===== config.mk =====
export PLATFORM = sky130hd
export DESIGN_NAME = erase_seq_ctrl
export DESIGN_NICKNAME = d
export VERILOG_FILES = /design/src/rtl/erase_seq_pkg.sv /design/src/rtl/erase_addr_check.sv /design/src/rtl/erase_timer.sv /design/src/rtl/erase_seq_fsm.sv /design/src/rtl/erase_seq_ctrl.sv
export SDC_FILE = /design/constraint.sdc
export NUM_CORES = 1
export LEC_CHECK = 0
export BUFFER_PORTS_ARGS = -buffer_cell sky130_fd_sc_hd__buf_4
export CELL_PAD_IN_SITES_DETAIL_PLACEMENT = 1
export CELL_PAD_IN_SITES_GLOBAL_PLACEMENT = 1
export CORE_UTILIZATION = 38
export CTS_CLUSTER_DIAMETER = 100
export DETAILED_ROUTE_END_ITERATION = 12
export PLACE_DENSITY = 0.76
export REMOVE_ABC_BUFFERS = 1
export SLEW_MARGIN = 40
export SYNTH_ARGS = -nofsm -noshare
export SYNTH_HDL_FRONTEND = slang
export SYNTH_HIERARCHICAL = 1
export SYNTH_SLANG_ARGS = --single-unit

===== constraint.sdc =====
create_clock -name clk -period 3.2 [get_ports clk]
set_input_delay 0.16 -clock clk [delete_from_list [all_inputs] [get_ports clk]]
set_output_delay 0.16 -clock clk [all_outputs]
set_load 0.1 [all_outputs]

===== src/rtl/erase_seq_pkg.sv =====
package erase_seq_pkg;

  localparam int unsigned BIT_OOR   = 31;
  localparam int unsigned BIT_SEQ   = 28;
  localparam int unsigned BIT_PARAM = 27;
  localparam int unsigned BIT_ERST  = 13;
  localparam int unsigned ST_LSB    = 9;

  localparam logic [5:0] CMD_STATUS    = 6'd13;
  localparam logic [5:0] CMD_SET_START = 6'd35;
  localparam logic [5:0] CMD_SET_END   = 6'd36;
  localparam logic [5:0] CMD_ERASE     = 6'd38;

  localparam logic [3:0] DEV_TRAN = 4'd4;
  localparam logic [3:0] DEV_PRG  = 4'd7;

  typedef enum logic [1:0] {
    SEQ_IDLE       = 2'd0,
    SEQ_HAVE_START = 2'd1,
    SEQ_HAVE_END   = 2'd2
  } seq_state_e;

  typedef struct packed {
    logic oor;
    logic seq_err;
    logic param;
    logic erase_rst;
  } err_flags_t;

  // Address above the last valid location of the device.
  function automatic logic addr_beyond(logic [31:0] addr, logic [31:0] last);
    return addr > last;
  endfunction

  // Any of the low group-offset bits set.
  function automatic logic addr_unaligned(logic [31:0] addr, int unsigned shift);
    logic [31:0] mask;
    mask = (32'h1 << shift) - 32'h1;
    return |(addr & mask);
  endfunction

  function automatic logic [31:0] pack_status(err_flags_t f, logic prg);
    logic [31:0] s;
    s = '0;
    s[BIT_OOR]   = f.oor;
    s[BIT_SEQ]   = f.seq_err;
    s[BIT_PARAM] = f.param;
    s[BIT_ERST]  = f.erase_rst;
    s[ST_LSB +: 4] = prg ? DEV_PRG : DEV_TRAN;
    return s;
  endfunction

endpackage


===== src/rtl/erase_addr_check.sv =====
module erase_addr_check #(
  parameter logic [31:0] DEV_LAST  = 32'h000F_FFFF,
  parameter int unsigned GRP_SHIFT = 10
) (
  input  logic [31:0] arg,
  input  logic [31:0] start_q,
  output logic        beyond,
  output logic        unaligned,
  output logic        below_start
);
  import erase_seq_pkg::*;

  always_comb begin
    beyond      = addr_beyond(arg, DEV_LAST);
    unaligned   = addr_unaligned(arg, GRP_SHIFT);
    below_start = arg < start_q;
  end
endmodule


===== src/rtl/erase_timer.sv =====
module erase_timer #(
  parameter int unsigned CNT_W = 16
) (
  input  logic             clk,
  input  logic             rst_n,
  input  logic             load,
  input  logic [CNT_W-1:0] load_val,
  output logic             busy
);
  localparam logic [CNT_W-1:0] ONE = {{(CNT_W-1){1'b0}}, 1'b1};

  logic [CNT_W-1:0] cnt_q;

  always_ff @(posedge clk or negedge rst_n) begin
    if (!rst_n) begin
      cnt_q <= '0;
    end else if (load) begin
      cnt_q <= (load_val == '0) ? ONE : load_val;
    end else if (cnt_q != '0) begin
      cnt_q <= cnt_q - ONE;
    end
  end

  assign busy = (cnt_q != '0);
endmodule


===== src/rtl/erase_seq_fsm.sv =====
module erase_seq_fsm
  import erase_seq_pkg::*;
(
  input  logic        clk,
  input  logic        rst_n,
  input  logic        cmd_valid,
  input  logic [5:0]  cmd_idx,
  input  logic [31:0] cmd_arg,
  input  logic        busy,
  input  logic        beyond,
  input  logic        unaligned,
  input  logic        below_start,
  output logic [31:0] start_q,
  output seq_state_e  state_q,
  output err_flags_t  flags,
  output logic        erase_go
);
  seq_state_e  state_d;
  logic [31:0] start_d;
  logic        pend_q, pend_d;

  always_comb begin
    state_d  = state_q;
    start_d  = start_q;
    pend_d   = pend_q;
    flags    = '0;
    erase_go = 1'b0;
    if (cmd_valid && !busy) begin
      unique case (cmd_idx)
        CMD_SET_START: begin
          if (beyond) begin
            flags.oor = 1'b1;
            state_d   = SEQ_IDLE;
            pend_d    = 1'b0;
          end else begin
            state_d = SEQ_HAVE_START;
            start_d = cmd_arg;
            pend_d  = unaligned;
          end
        end
        CMD_SET_END: begin
          if (state_q == SEQ_IDLE) begin
            flags.seq_err = 1'b1;
          end else if (beyond) begin
            flags.oor = 1'b1;
            state_d   = SEQ_IDLE;
            pend_d    = 1'b0;
          end else if (pend_q || below_start) begin
            flags.param = 1'b1;
            state_d     = SEQ_IDLE;
            pend_d      = 1'b0;
          end else begin
            state_d = SEQ_HAVE_END;
          end
        end
        CMD_ERASE: begin
          if (state_q == SEQ_HAVE_END) begin
            erase_go = 1'b1;
          end else begin
            flags.seq_err = 1'b1;
          end
          state_d = SEQ_IDLE;
          pend_d  = 1'b0;
        end
        CMD_STATUS: begin
        end
        default: begin
          if (state_q != SEQ_IDLE) begin
            flags.erase_rst = 1'b1;
            state_d         = SEQ_IDLE;
            pend_d          = 1'b0;
          end
        end
      endcase
    end
  end

  always_ff @(posedge clk or negedge rst_n) begin
    if (!rst_n) begin
      state_q <= SEQ_IDLE;
      start_q <= '0;
      pend_q  <= 1'b0;
    end else begin
      state_q <= state_d;
      start_q <= start_d;
      pend_q  <= pend_d;
    end
  end
endmodule


===== src/rtl/erase_seq_ctrl.sv =====
module erase_seq_ctrl
  import erase_seq_pkg::*;
#(
  parameter logic [31:0] DEV_LAST  = 32'h000F_FFFF,
  parameter int unsigned GRP_SHIFT = 10,
  parameter int unsigned CNT_W     = 16
) (
  input  logic             clk,
  input  logic             rst_n,
  input  logic [CNT_W-1:0] erase_cycles,
  input  logic             cmd_valid,
  input  logic [5:0]       cmd_idx,
  input  logic [31:0]      cmd_arg,
  output logic             rsp_valid,
  output logic [31:0]      rsp_status,
  output logic             busy
);
  logic        beyond, unaligned, below_start;
  logic [31:0] start_q;
  seq_state_e  seq_state;
  err_flags_t  flags;
  logic        ev_erase_go;
  logic        ev_seq_abort;

  erase_addr_check #(.DEV_LAST(DEV_LAST), .GRP_SHIFT(GRP_SHIFT)) u_addr (
    .arg(cmd_arg), .start_q(start_q),
    .beyond(beyond), .unaligned(unaligned), .below_start(below_start)
  );

  erase_seq_fsm u_fsm (
    .clk(clk), .rst_n(rst_n), .cmd_valid(cmd_valid), .cmd_idx(cmd_idx),
    .cmd_arg(cmd_arg), .busy(busy), .beyond(beyond), .unaligned(unaligned),
    .below_start(below_start), .start_q(start_q), .state_q(seq_state),
    .flags(flags), .erase_go(ev_erase_go)
  );

  erase_timer #(.CNT_W(CNT_W)) u_timer (
    .clk(clk), .rst_n(rst_n), .load(ev_erase_go),
    .load_val(erase_cycles), .busy(busy)
  );

  assign ev_seq_abort = flags.erase_rst;

  always_ff @(posedge clk or negedge rst_n) begin
    if (!rst_n) begin
      rsp_valid  <= 1'b0;
      rsp_status <= '0;
    end else begin
      rsp_valid <= cmd_valid;
      if (cmd_valid) begin
        rsp_status <= pack_status(flags, busy);
      end
    end
  end
endmodule


==> results by stage <==
Routing:
- The number of DRC markers in iteration 0 is 34.
- In the final routed layout, each cell accounts on average for 16.1 um.
- The count of nets left with antenna violations once routing finished came out at 0.
- The number of vias per cell is around 5.
- For this block, the via count after detailed routing is between 3000 and 4000.
- After detailed routing, the number of remaining DRC violations is 0.
- The first-pass iteration count of the detailed router is 4.
- The final layout contains routed wiring with a total length of ~9.5 mm.

Die:
- The top-level I/O count is about 90.
- Row generation in the floorplan step produced 36 rows.
- The die span in y is ~100 um.
- The die is roughly 100 um wide.
- The die covers 10600 um2.
- The area of the placeable core is a little under 10000 um2.
- The initial cell density of the core is 39.5%.

Setup path:
- The worst setup path is captured at a flop.
- The path type of the worst setup path is flop to flop.
- At the worst endpoint, the required time is 3.44 ns.
- The data arrival time of the worst path is ~3.2 ns.
- Along the worst path, the maximum fanout reaches 8.
- STA classifies the critical path startpoint as a flop.

Final layout:
- With fillers left out, the area of the finished cells amounts to roughly 4700 um2.
- The number of diodes is 0.
- The storage element area is about 1500 um2.
- The net count of the finished layout is 542.
- The area added between synthesis and finish is 21.1%.
- The post-route netlist has between 30% and 40% of its cells at a drive strength greater than 1.
- Summing all multi-input logic gate instances after layout gives around 2100 um2.
- Leaving out filler cells and counting taps, the final layout contains 590.
- After filler insertion, the fill cell instance count of the layout stands at around 1200.

GRT:
- The number of antenna violations at the first check in global routing was 0.
- The first global-routing pass estimated around 15 mm of wire.
- The maximum number of pins on one net before global-route repair is about 60.
- The number of global-route vias before repair is roughly 3200.
- The total routing resource utilization after global routing is approximately a fifth.
- The overall overflow remaining after global route is 0.

STA:
- For the final database, setup skew stands at 0.00881 ns.
- Setup repair after global routing left no endpoint under its margin.
- The total count of max-transition violations in the final report came to 0.
- The hold violation count in the final report was 0.
- The number of endpoints failing setup at the final stage is 0.
- The ratio of final minimum period to clock period is 91.8%.
- The transition time at the pin with the least slew margin is ~0.72 ns.
- The maximum clock frequency is approximately 340 MHz.
- The setup TNS is 0 ns.
- Measured against its own limit, the worst slew margin works out to between 50 and 60%.
- The post-layout minimum cycle time is between 2 and 3 ns.

Synth:
- The synthesized design contains 58 register bits.
- Among all flip-flop cells after synthesis, the most frequent one is sky130_fd_sc_hd__dfrtp_1.
- For this run, the number of Yosys warnings is 6.
- The share of flip-flops with an asynchronous set or reset is 100%.
- The cell area after synthesis is 3880 um2.
- The mean cell area of the mapped netlist is 10.4 um2.
- The synthesized design contains 0 enable-type register cells.
- Sequential elements use around 37% of the synthesized area.
- Synthesis instantiated a little under 60 different standard cells from the library.
- The instance count of the mapped netlist is 374.

Clock tree:
- The clock tree root buffer cell is sky130_fd_sc_hd__clkbuf_8.
- The count of clock tree sinks is 58.
- The CTS tree is built.
- The clock passes through at most 2 buffers.
- At the later pin of the worst-skew pair, clock insertion delay measures between 0.3 and 0.4 ns.
- The clock buffer count from CTS is 9.
- The number of levels in the clock H-tree is 3.
- After clock tree synthesis, the clock-pin slew on the worst setup and hold paths is 0.07 ns.

Power and ir drop:
- The cell leakage power is ~2.2 nW.
- The switching part of the total power is roughly 29%.
- Power spread over the standard cell area amounts to approximately 370 nW/um2.
- The largest vdd supply drop is between 0.2 and 0.3 mV.
- Per report_power, the sequential group accounts for ~42% of the total.
- The clock network fraction of design power is ~40%.
- Internal power comes to between 1 and 1.5 mW.
- Of the total power, combinational logic draws between 10% and 20%.
- The switching power of the nets is approximately 500 uW.

Min path:
- The class of the worst hold path is input pin to flop.

Place:
- The HPWL after detailed placement is 7.16 mm.
- Routability-driven placement finished with a final weighted congestion of about 0.84.
- The placement-stage cell area is around 4400 um2.
- The number of placed instances, taps included is between 500 and 600.
- In this run the tool buffered the top-level ports with 65 buffer cells.

Outcome:
- The run finished with clean final reports.

Flow run:
- The max-cap check violation count is 0.
==> cell families (layout without fill, tap and decap cells) <==
group           after synthesis  in the layout  share of synthesized area (%)
xor+xnor                     10             10                           2.26
compound gates               59             59                           10.1
fa+ha+maj                    32             32                           10.3
other cells                   1             25                         0.0966
buf+inv                      71            130                           10.0
simple gates                105            105                           16.1
mux                          38             38                           13.7
flops                        58             58                           37.4
==> sequential cells by signal, summed over array words and instances, names as in the netlist <==
register	count
rsp_valid	1
u_fsm/start_q	32
u_timer/cnt_q	16
rsp_status	6
u_fsm/pend_q	1
u_fsm/state_q	2
==> synth_stat cells (4+ instances only) <==
cell type,n,area share (%)
sky130_fd_sc_hd__buf_4,26,5.0
sky130_fd_sc_hd__o21ai_0,12,1.5
sky130_fd_sc_hd__o31ai_1,4,0.77
sky130_fd_sc_hd__o21ai_1,5,0.64
sky130_fd_sc_hd__xnor2_1,5,1.1
sky130_fd_sc_hd__mux2_4,28,11
sky130_fd_sc_hd__nor3_1,7,0.90
sky130_fd_sc_hd__nor2_1,14,1.4
sky130_fd_sc_hd__nand2_1,32,3.1
sky130_fd_sc_hd__dfrtp_1,58,37
sky130_fd_sc_hd__nand3_1,7,0.90
sky130_fd_sc_hd__inv_1,37,3.6
sky130_fd_sc_hd__nand4_1,5,0.81
sky130_fd_sc_hd__xor2_1,5,1.1
sky130_fd_sc_hd__mux2_2,9,2.6
sky130_fd_sc_hd__nor4_1,13,2.1
sky130_fd_sc_hd__ha_1,32,10
sky130_fd_sc_hd__a21oi_1,16,2.1
==> stage by stage <==
step	power [mW]	hold slack [ns]	worst slack [ns]	util, %
3_5_place_dp	1.04	0.304	-0.0337	45.2
4_1_cts	1.77	0.0119	0.0991	47.7
6_report	1.73	0.0298	0.262	47.9
3_3_place_gp	1.03	0.294	0.149	45.2
5_1_grt	1.81	0.0309	0.00557	47.9
2_1_floorplan	0.930	-0.136	-1.18	-
==> per-layer routing <==
metal  up-vias  wire length (um)  global-route usage [%]
li1       1433                 -                       -
met1      1494              4030                    22.2
met2        77              4710                    32.8
met3        15               564                    6.17
met4         0               170                    8.02
met5         -                 0                       0
==> cell usage in the layout (no fill, tap or decap), types with 4 or more instances in the layout <==
cell,synthesis,final
sky130_fd_sc_hd__a21oi_1,16,16
sky130_fd_sc_hd__buf_4,26,72
sky130_fd_sc_hd__clkbuf_8,0,12
sky130_fd_sc_hd__conb_1,1,25
sky130_fd_sc_hd__dfrtp_1,58,58
sky130_fd_sc_hd__ha_1,32,32
sky130_fd_sc_hd__inv_1,37,37
sky130_fd_sc_hd__mux2_2,9,9
sky130_fd_sc_hd__mux2_4,28,28
sky130_fd_sc_hd__nand2_1,32,32
sky130_fd_sc_hd__nand3_1,7,7
sky130_fd_sc_hd__nand4_1,5,5
sky130_fd_sc_hd__nor2_1,14,14
sky130_fd_sc_hd__nor3_1,7,6
sky130_fd_sc_hd__nor4_1,13,13
sky130_fd_sc_hd__o21ai_0,12,12
sky130_fd_sc_hd__o21ai_1,5,5
sky130_fd_sc_hd__o31ai_1,4,4
sky130_fd_sc_hd__xnor2_1,5,5
sky130_fd_sc_hd__xor2_1,5,5
==> worst max-delay path, stage by stage, from the launching register on <==
cell and delay, ns:
sky130_fd_sc_hd__dfrtp_1 0.44, sky130_fd_sc_hd__inv_1 0.11, sky130_fd_sc_hd__ha_1 0.20, sky130_fd_sc_hd__nor3b_4 0.30, sky130_fd_sc_hd__nand3_2 0.16, sky130_fd_sc_hd__nor2_4 0.17, sky130_fd_sc_hd__inv_2 0.10, sky130_fd_sc_hd__nor3b_4 0.27
sky130_fd_sc_hd__nand3b_1 0.15, sky130_fd_sc_hd__nor3_2 0.21, sky130_fd_sc_hd__clkinv_1 0.13, sky130_fd_sc_hd__buf_4 0.19, sky130_fd_sc_hd__o211a_1 0.13, sky130_fd_sc_hd__a221o_1 0.27
==> worst paths after layout <==
check	start	end	slack, ns	cells after the start
setup / recovery	u_timer/cnt_q[0]$_DFFE_PN0P_	u_timer/cnt_q[12]$_DFFE_PN0P_	0.26	13
hold / removal	erase_cycles[4]	u_timer/cnt_q[4]$_DFFE_PN0P_	0.03	3
setup reg to reg	u_timer/cnt_q[0]$_DFFE_PN0P_	u_timer/cnt_q[12]$_DFFE_PN0P_	0.26	13
hold reg to reg	u_fsm/start_q[14]$_DFFE_PN0P_	u_fsm/start_q[14]$_DFFE_PN0P_	0.50	1
max in group asynchronous	rst_n	u_fsm/start_q[17]$_DFFE_PN0P_	2.45	2
min in group asynchronous	rst_n	u_timer/cnt_q[10]$_DFFE_PN0P_	0.33	2
==> layout make-up <==
type | count | share of cell area [%]
inverters | 39 | 3.12
well taps | 133 | 3.54
multi-input cells | 269 | 45.7
repair buffers | 76 | 12.4
flip-flops and latches | 58 | 30.9
clock buffers | 13 | 3.59
clock inverters | 2 | 0.745
==> timing repair <==
item,4_1_cts,5_1_grt
gates resized for setup,1,1
hold buffers,3,0
buffers inserted,0,1
endpoints found under the hold margin,60,0
endpoints found under the setup margin,5,9
==> power by group through the flow <==
stage               logic (mW)  registers (mW)  clock network [mW]
CTS                      0.294           0.734               0.744
finish                   0.291           0.734               0.709
detailed placement       0.290           0.748                   0
global route             0.313           0.733               0.763
floorplan                0.177           0.753                   0
global placement         0.283           0.748                   0
(Power assumes the default switching activity.)
